File: src/rtl/adcp_pkg.sv
package adcp_pkg;

  typedef enum logic [2:0] {
    PH_IDLE,
    PH_LEAD,
    PH_LOW,
    PH_HIGH,
    PH_TAIL,
    PH_DONE
  } frame_phase_e;

  typedef enum logic [1:0] {
    SP_IDLE,
    SP_LOW,
    SP_HIGH
  } strobe_phase_e;

  // Strobes from control to datapath
  typedef struct packed {
    logic load;      // capture command word
    logic shift;     // advance transmit word
    logic sample;    // capture one reply bit
    logic commit;    // frame finished
    logic irqClear;  // chip-select or strobe fall issued
  } ctrl_strobe_t;

endpackage

File: src/rtl/adcp_ctrl.sv
module adcp_ctrl
  import adcp_pkg::*;
#(
  parameter int WORD_W        = 16,
  parameter int HALF_W        = 8,
  parameter int START_W       = 8,
  parameter int START_MIN_RISE = 11
) (
  input  logic               clk,
  input  logic               rstN,
  input  logic               cmdValid,
  input  logic               cmdStart,
  input  logic [HALF_W-1:0]  cfgHalfDiv,
  input  logic [START_W-1:0] cfgStartLow,
  input  logic [START_W-1:0] cfgStartHigh,
  output logic               cmdReady,
  output logic               csN,
  output logic               sclk,
  output logic               cstartN,
  output ctrl_strobe_t       strb
);

  localparam int BIT_W  = $clog2(WORD_W);
  localparam int RISE_W = $clog2(WORD_W + 1);
  localparam logic [BIT_W-1:0]  LAST_BIT = BIT_W'(WORD_W - 1);
  localparam logic [RISE_W-1:0] RISE_MAX = RISE_W'(WORD_W);
  localparam logic [RISE_W-1:0] RISE_GATE = RISE_W'(START_MIN_RISE);

  frame_phase_e  phase;
  strobe_phase_e sPhase;
  logic [HALF_W-1:0]  divCnt;
  logic [HALF_W-1:0]  halfLim;
  logic [BIT_W-1:0]   bitCnt;
  logic [RISE_W-1:0]  riseCnt;
  logic [START_W-1:0] sCnt;
  logic [START_W-1:0] lowLim;
  logic [START_W-1:0] highLim;
  logic startPend;
  logic divEnd;
  logic accept;
  logic trigger;

  assign halfLim = (cfgHalfDiv == '0) ? HALF_W'(1) : cfgHalfDiv;
  assign lowLim  = (cfgStartLow == '0) ? START_W'(1) : cfgStartLow;
  assign highLim = (cfgStartHigh == '0) ? START_W'(1) : cfgStartHigh;
  assign divEnd  = (divCnt == halfLim - HALF_W'(1));

  assign cmdReady = (phase == PH_IDLE) && (sPhase == SP_IDLE) && !startPend;
  assign accept   = cmdValid && cmdReady;
  assign trigger  = startPend && (sPhase == SP_IDLE) && (riseCnt >= RISE_GATE);

  always_comb begin
    strb          = '0;
    strb.load     = accept;
    strb.sample   = ((phase == PH_LEAD) || (phase == PH_HIGH)) && divEnd;
    strb.shift    = (phase == PH_LOW) && divEnd && (bitCnt != LAST_BIT);
    strb.commit   = (phase == PH_DONE);
    strb.irqClear = accept || trigger;
  end

  // Frame sequencer
  always_ff @(posedge clk) begin
    if (!rstN) begin
      phase   <= PH_IDLE;
      divCnt  <= '0;
      bitCnt  <= '0;
      riseCnt <= '0;
      csN     <= 1'b1;
      sclk    <= 1'b1;
    end else begin
      unique case (phase)
        PH_IDLE: begin
          divCnt <= '0;
          if (accept) begin
            csN     <= 1'b0;
            bitCnt  <= '0;
            riseCnt <= '0;
            phase   <= PH_LEAD;
          end
        end
        PH_LEAD, PH_HIGH: begin
          if (divEnd) begin
            divCnt <= '0;
            sclk   <= 1'b0;
            phase  <= PH_LOW;
          end else begin
            divCnt <= divCnt + HALF_W'(1);
          end
        end
        PH_LOW: begin
          if (divEnd) begin
            divCnt <= '0;
            sclk   <= 1'b1;
            if (riseCnt != RISE_MAX) riseCnt <= riseCnt + RISE_W'(1);
            if (bitCnt == LAST_BIT) begin
              phase <= PH_TAIL;
            end else begin
              bitCnt <= bitCnt + BIT_W'(1);
              phase  <= PH_HIGH;
            end
          end else begin
            divCnt <= divCnt + HALF_W'(1);
          end
        end
        PH_TAIL: begin
          if (divEnd) begin
            divCnt <= '0;
            csN    <= 1'b1;
            phase  <= PH_DONE;
          end else begin
            divCnt <= divCnt + HALF_W'(1);
          end
        end
        PH_DONE: phase <= PH_IDLE;
        default: phase <= PH_IDLE;
      endcase
    end
  end

  // Conversion-start strobe engine
  always_ff @(posedge clk) begin
    if (!rstN) begin
      sPhase    <= SP_IDLE;
      sCnt      <= '0;
      cstartN   <= 1'b1;
      startPend <= 1'b0;
    end else begin
      if (accept) startPend <= cmdStart;
      else if (trigger) startPend <= 1'b0;
      unique case (sPhase)
        SP_IDLE: begin
          sCnt <= '0;
          if (trigger) begin
            cstartN <= 1'b0;
            sPhase  <= SP_LOW;
          end
        end
        SP_LOW: begin
          if (sCnt == lowLim - START_W'(1)) begin
            sCnt    <= '0;
            cstartN <= 1'b1;
            sPhase  <= SP_HIGH;
          end else begin
            sCnt <= sCnt + START_W'(1);
          end
        end
        SP_HIGH: begin
          if (sCnt >= highLim - START_W'(1)) begin
            sCnt   <= '0;
            sPhase <= SP_IDLE;
          end else begin
            sCnt <= sCnt + START_W'(1);
          end
        end
        default: sPhase <= SP_IDLE;
      endcase
    end
  end

  // serial clock parked high outside a frame
  p_sclk_parked_r2: assert property (@(posedge clk) disable iff (!rstN)
    csN |-> sclk);

  // chip select releases only after the last bit
  p_frame_len_r2: assert property (@(posedge clk) disable iff (!rstN)
    $rose(csN) |-> (bitCnt == LAST_BIT));

  // no new command while the frame runs
  p_busy_blocks_r10: assert property (@(posedge clk) disable iff (!rstN)
    !csN |-> !cmdReady);

  // strobe gated by the rising-edge count
  p_start_gate_r8: assert property (@(posedge clk) disable iff (!rstN)
    $fell(cstartN) |-> (riseCnt >= RISE_GATE));

  // strobe low only while its engine is in the low phase
  p_strobe_phase_r7: assert property (@(posedge clk) disable iff (!rstN)
    !cstartN |-> (sPhase == SP_LOW));

endmodule

File: src/rtl/adcp_dpath.sv
module adcp_dpath
  import adcp_pkg::*;
#(
  parameter int WORD_W   = 16,
  parameter int CMD_W    = 4,
  parameter int RES_W    = 14,
  parameter int SYNC_LEN = 2,
  parameter logic [CMD_W-1:0] WRITE_OP = 4'hA
) (
  input  logic                      clk,
  input  logic                      rstN,
  input  ctrl_strobe_t              strb,
  input  logic [CMD_W-1:0]          cmdOp,
  input  logic [WORD_W-CMD_W-1:0]   cmdData,
  input  logic                      sdo,
  input  logic                      intN,
  output logic                      sdi,
  output logic [RES_W-1:0]          result,
  output logic                      done,
  output logic                      dataReady
);

  localparam int DATA_W = WORD_W - CMD_W;

  logic [WORD_W-1:0]   txWord;
  logic [WORD_W-1:0]   rxWord;
  logic                isWrite;
  logic [SYNC_LEN-1:0] syncChain;
  logic                intLevel;
  logic                intPrev;
  logic                intFall;

  assign sdi = txWord[WORD_W-1];

  // Transmit and receive shifters
  always_ff @(posedge clk) begin
    if (!rstN) begin
      txWord  <= '0;
      rxWord  <= '0;
      isWrite <= 1'b0;
      result  <= '0;
      done    <= 1'b0;
    end else begin
      done <= strb.commit;
      if (strb.load) begin
        isWrite <= (cmdOp == WRITE_OP);
        txWord  <= {cmdOp, (cmdOp == WRITE_OP) ? cmdData : DATA_W'(0)};
      end else if (strb.shift) begin
        txWord <= {txWord[WORD_W-2:0], 1'b0};
      end
      if (strb.sample) rxWord <= {rxWord[WORD_W-2:0], sdo};
      if (strb.commit && !isWrite) result <= rxWord[WORD_W-1 -: RES_W];
    end
  end

  // Interrupt synchronizer
  generate
    if (SYNC_LEN == 1) begin : g_sync_one
      always_ff @(posedge clk) begin
        if (!rstN) syncChain <= '1;
        else       syncChain <= intN;
      end
    end else begin : g_sync_chain
      always_ff @(posedge clk) begin
        if (!rstN) syncChain <= '1;
        else       syncChain <= {syncChain[SYNC_LEN-2:0], intN};
      end
    end
  endgenerate

  assign intLevel = syncChain[SYNC_LEN-1];
  assign intFall  = intPrev && !intLevel;

  always_ff @(posedge clk) begin
    if (!rstN) begin
      intPrev   <= 1'b1;
      dataReady <= 1'b0;
    end else begin
      intPrev <= intLevel;
      if (intFall)            dataReady <= 1'b1;
      else if (strb.irqClear) dataReady <= 1'b0;
    end
  end

  // a configuration write leaves the result alone
  p_write_keeps_r5: assert property (@(posedge clk) disable iff (!rstN)
    (strb.commit && isWrite) |=> $stable(result));

  // done lasts a single cycle
  p_done_single_r4: assert property (@(posedge clk) disable iff (!rstN)
    done |=> !done);

  // synchronized interrupt edge raises the flag
  p_irq_sets_r9: assert property (@(posedge clk) disable iff (!rstN)
    intFall |=> dataReady);

  // a clear without a new edge drops the flag
  p_irq_clears_r9: assert property (@(posedge clk) disable iff (!rstN)
    (strb.irqClear && !intFall) |=> !dataReady);

endmodule

File: src/rtl/adc_port_master.sv
module adc_port_master
  import adcp_pkg::*;
#(
  parameter int WORD_W   = 16,
  parameter int CMD_W    = 4,
  parameter int RES_W    = 14,
  parameter int HALF_W   = 8,
  parameter int START_W  = 8,
  parameter int SYNC_LEN = 2
) (
  input  logic                    clk,
  input  logic                    rstN,
  input  logic                    cmdValid,
  output logic                    cmdReady,
  input  logic [CMD_W-1:0]        cmdOp,
  input  logic [WORD_W-CMD_W-1:0] cmdData,
  input  logic                    cmdStart,
  input  logic [HALF_W-1:0]       cfgHalfDiv,
  input  logic [START_W-1:0]      cfgStartLow,
  input  logic [START_W-1:0]      cfgStartHigh,
  output logic [RES_W-1:0]        rspResult,
  output logic                    rspDone,
  output logic                    dataReady,
  output logic                    adcCsN,
  output logic                    adcFs,
  output logic                    adcSclk,
  output logic                    adcSdi,
  input  logic                    adcSdo,
  output logic                    adcCstartN,
  input  logic                    adcIntN
);

  ctrl_strobe_t strb;

  // Frames are always opened by chip select
  assign adcFs = 1'b1;

  adcp_ctrl #(
    .WORD_W(WORD_W), .HALF_W(HALF_W), .START_W(START_W), .START_MIN_RISE(11)
  ) u_ctrl (
    .clk(clk), .rstN(rstN), .cmdValid(cmdValid), .cmdStart(cmdStart),
    .cfgHalfDiv(cfgHalfDiv), .cfgStartLow(cfgStartLow),
    .cfgStartHigh(cfgStartHigh), .cmdReady(cmdReady), .csN(adcCsN),
    .sclk(adcSclk), .cstartN(adcCstartN), .strb(strb)
  );

  adcp_dpath #(
    .WORD_W(WORD_W), .CMD_W(CMD_W), .RES_W(RES_W), .SYNC_LEN(SYNC_LEN),
    .WRITE_OP(CMD_W'(4'hA))
  ) u_dpath (
    .clk(clk), .rstN(rstN), .strb(strb), .cmdOp(cmdOp), .cmdData(cmdData),
    .sdo(adcSdo), .intN(adcIntN), .sdi(adcSdi), .result(rspResult),
    .done(rspDone), .dataReady(dataReady)
  );

  // frame sync never moves
  p_fs_high_r11: assert property (@(posedge clk) disable iff (!rstN)
    adcFs);

endmodule

File: config.mk
export PLATFORM = sky130hd
export DESIGN_NAME = adc_port_master
export DESIGN_NICKNAME = d
export VERILOG_FILES = /design/src/rtl/adcp_pkg.sv /design/src/rtl/adcp_ctrl.sv /design/src/rtl/adcp_dpath.sv /design/src/rtl/adc_port_master.sv
export SDC_FILE = /design/constraint.sdc
export NUM_CORES = 1
export LEC_CHECK = 0
export BUFFER_PORTS_ARGS = -buffer_cell sky130_fd_sc_hd__buf_2
export CELL_PAD_IN_SITES_DETAIL_PLACEMENT = 2
export CELL_PAD_IN_SITES_GLOBAL_PLACEMENT = 2
export CORE_MARGIN = 3
export CORE_UTILIZATION = 34
export DETAILED_ROUTE_END_ITERATION = 12
export GPL_TIMING_DRIVEN = 0
export HOLD_SLACK_MARGIN = 0.15
export PLACE_DENSITY = 0.91
export SLEW_MARGIN = 20
export SYNTH_ARGS = -nofsm -noshare
export SYNTH_HDL_FRONTEND = slang
export SYNTH_SLANG_ARGS = --single-unit
export TNS_END_PERCENT = 20
File: constraint.sdc
create_clock -name clk -period 4.3 [get_ports clk]
set_input_delay 0.645 -clock clk [delete_from_list [all_inputs] [get_ports clk]]
set_output_delay 0.645 -clock clk [all_outputs]
set_load 0.03 [all_outputs]
==> reports/qor.yml <==
finClkSkew_ns: 0.01300
cts-root-buf: "clkbuf_16"
antenna_cells: 0
power_density_mw_per_mm2: 344.1
area_growth_pct: 18.59
worstPathArrival_ns: 4.08
grt_pass1_vias: 5063
rows: 42
tightest_slew_ns: 0.7067
finalSetupViolCount: 0
synth_nets: 625
synth-async-reset-ratio_pct: 0
core_area_mm2: 0.01340
seq_area_mm2: 0.001722
grt_pass1_wl_um: 27140
status: "completed"
reg2reg_depth: 9
fillers: 1532
synth-seq-area-share_pct: 36.38
ios: 68
ir_drop_mv: 0.1985
clock_path_buffers: 2
leakage_nw: 2.389
post_drt_wl_per_cell_um: 20.99
first_pass_iters: 4
antenna_left: 0
cap_violations: 0
fmax_ghz: 0.2607
drc: 0
overflow: 0
rsz0062_at_grt: "no"
netlist_area_mm2: 0.004732
crit_path_max_fanout: 9
nets: 700
initial_core_util_pct: 35.31
grt_max_degree: 15
cts_made_buffers: 9
hold_path_depth: 1
r2r_slack_ns: 1.48
cts_tree: "built"
path_class: "input pin to flop"
dieArea_mm2: 0.01537
fp.dieH_um: 124.0
vias: 4590
hold_class: "flop to flop"
multi_input_area_mm2: 0.002810
hold_viol_final: 0
layout-drive-gt1-share_pct: 16.74
synthDistinctLibCells: 61
endpoint_kind: "flop"
regToRegEndpoint: "u_ctrl.bitCnt[1]"
synth_edf_count: 0
yosys_warnings: 0
clk_pin_slew_ns: 0.06
ctsHoldBuffers: 0
antenna_found_initial: 0
cts.sinks: 86
port-buffer-count: 64
start_kind: "input pin"
synth.ff_latch_count: 86
crit_required_ns: 4.55
r2r_start: "u_ctrl.sPhase[1]"
min_period_ns: 3.835
final_common_cell: "dfxtp_1"
globalplace.congestion: 0.8320
hold_slack_ns: 0.4398
grt.total_usage_pct: 22.86
drt_iter0_drc: 181
final_cells: 815
setup.worst_path.start: "cfgStartLow[3]"
ys.flop_type: "dfxtp_1"
min_to: "u_dpath.intPrev"
slew_headroom_pct: 51.67
via_per_inst: 5.632
netlist_instances: 559
wirelength_um: 17100
place_hpwl_um: 11780
die_x_um: 124.0
min_from: "u_dpath.syncChain[1]"
place_inst: 799
cts_htree_levels: 3
avgSynthCellArea_um2: 8.465
drv_slew: 0
layout_common_cells: "dfxtp_1, buf_2, nand2_1"
insertion_delay_ns: 0.36
min_period_over_period_pct: 89.19
registers in the layout (all words and copies together), names as in the netlist:
| name | flops |
|---|---|
| u_dpath.rxWord | 16 |
| u_ctrl.csN | 1 |
| u_ctrl.startPend | 1 |
| u_dpath.isWrite | 1 |
| u_ctrl.divCnt | 8 |
| u_dpath.done | 1 |
| u_dpath.dataReady | 1 |
| u_ctrl.sclk | 1 |
| u_dpath.syncChain | 2 |
| u_ctrl.bitCnt | 4 |
| u_dpath.txWord | 16 |
| u_dpath.result | 14 |
| u_ctrl.sPhase | 2 |
| u_ctrl.riseCnt | 5 |
| u_ctrl.phase | 3 |
| u_ctrl.sCnt | 8 |
| u_ctrl.cstartN | 1 |
| u_dpath.intPrev | 1 |
critical path: stages:
cell and delay (ns):
buf_2 0.13, nor4_1 0.45, a31oi_1 0.21, ha_1 0.36, xnor2_1 0.14, a221o_1 0.27
a2111oi_0 0.51, a41oi_1 0.28, o31ai_2 0.63, o21ai_0 0.23, a21o_1 0.22
cell type report:
cell class                 count  area share (%)
inverter                      22           1.472
tap                          176           3.924
multi-input combinational    423           50.08
clock inverter                 5           1.449
clock buffer                  11           4.504
sequential                    86           30.68
timing repair buffer          64           5.708
buffer                        28           2.185
worst max-delay path by stage:
stage	to	slack, ns	cells after the start
after global routing	u_ctrl.sCnt[7]	0.20	11
final	u_ctrl.sCnt[7]	0.46	11
after CTS	u_ctrl.sCnt[7]	0.17	11
after global placement	u_ctrl.sCnt[7]	0.31	11
after floorplan	u_ctrl.sCnt[5]	0.86	10
after detailed placement	u_ctrl.sCnt[7]	-0.05	11
cells by family after synthesis:
logic type | count (synthesis) | share of synthesized area, %
other | 1 | 0.07925
XOR/XNOR | 22 | 4.072
AND/OR/NAND/NOR | 207 | 22.92
multiplexers | 22 | 4.654
flip-flops | 86 | 36.38
adder cells (fa/ha/maj) | 21 | 5.500
AO/OA/AOI/OAI | 150 | 22.05
buffers and inverters | 50 | 4.336
metrics by stage:
stage          area (um^2)  power [W]  TNS, ns  setup WS [ns]  util [%]
6_report              5612   0.001931        0         0.4646     41.88
3_5_place_dp          5273   0.001048  -0.1045       -0.05354     39.35
2_1_floorplan         4732  0.0009666        0         0.8571         -
3_3_place_gp          5273   0.001033        0         0.3113     39.35
4_1_cts               5607   0.001939        0         0.1682     41.84
5_1_grt               5612   0.001995        0         0.1974     41.88
repair_timing:
item,in CTS,in global routing
resized for setup,0,1
buffers inserted,0,0
setup endpoints to repair,0,4
power breakdown:
part | switching (W) | internal [W]
logic | 0.000129 | 0.0000780
clock network | 0.000353 | 0.000541
registers | 0.0000138 | 0.000816
total | 0.000496 | 0.00143
layer usage:
| layer | share of wire [%] | up-vias | track usage [%] |
|---|---|---|---|
| met5 | 0 | - | 0 |
| met4 | 2.0 | 0 | 7.529 |
| met3 | 2.7 | 30 | 3.088 |
| met2 | 54 | 83 | 43.63 |
| met1 | 42 | 2303 | 25.95 |
| li1 | - | 2174 | - |
cells in the mapped netlist, drive strengths merged (5+ instances only):
cell     n  area (um^2)
nor4     6        52.55
mux2i   22        220.2
a21oi   35        175.2
nand3   16        80.08
nand2b  13        81.33
o21a    14        105.1
a211oi   5        50.05
clkbuf  21        78.83
inv     22        82.58
nand2   52        195.2
and3     9        56.30
or3      7        43.79
a31oi    9        56.30
nor2b    6        37.54
o221a   11        123.9
and2    17        106.4
dfxtp   86         1722
xor2     9        78.83
nor2    43        161.4
ha      20        250.2
nor3b    5        37.54
xnor2   13        113.9
nor3    10        50.05
nand4    5        31.28
o31ai    6        45.04
o21ai   32        160.2
buf      7        43.79
Note: power is estimated with default switching activity, not from simulation.
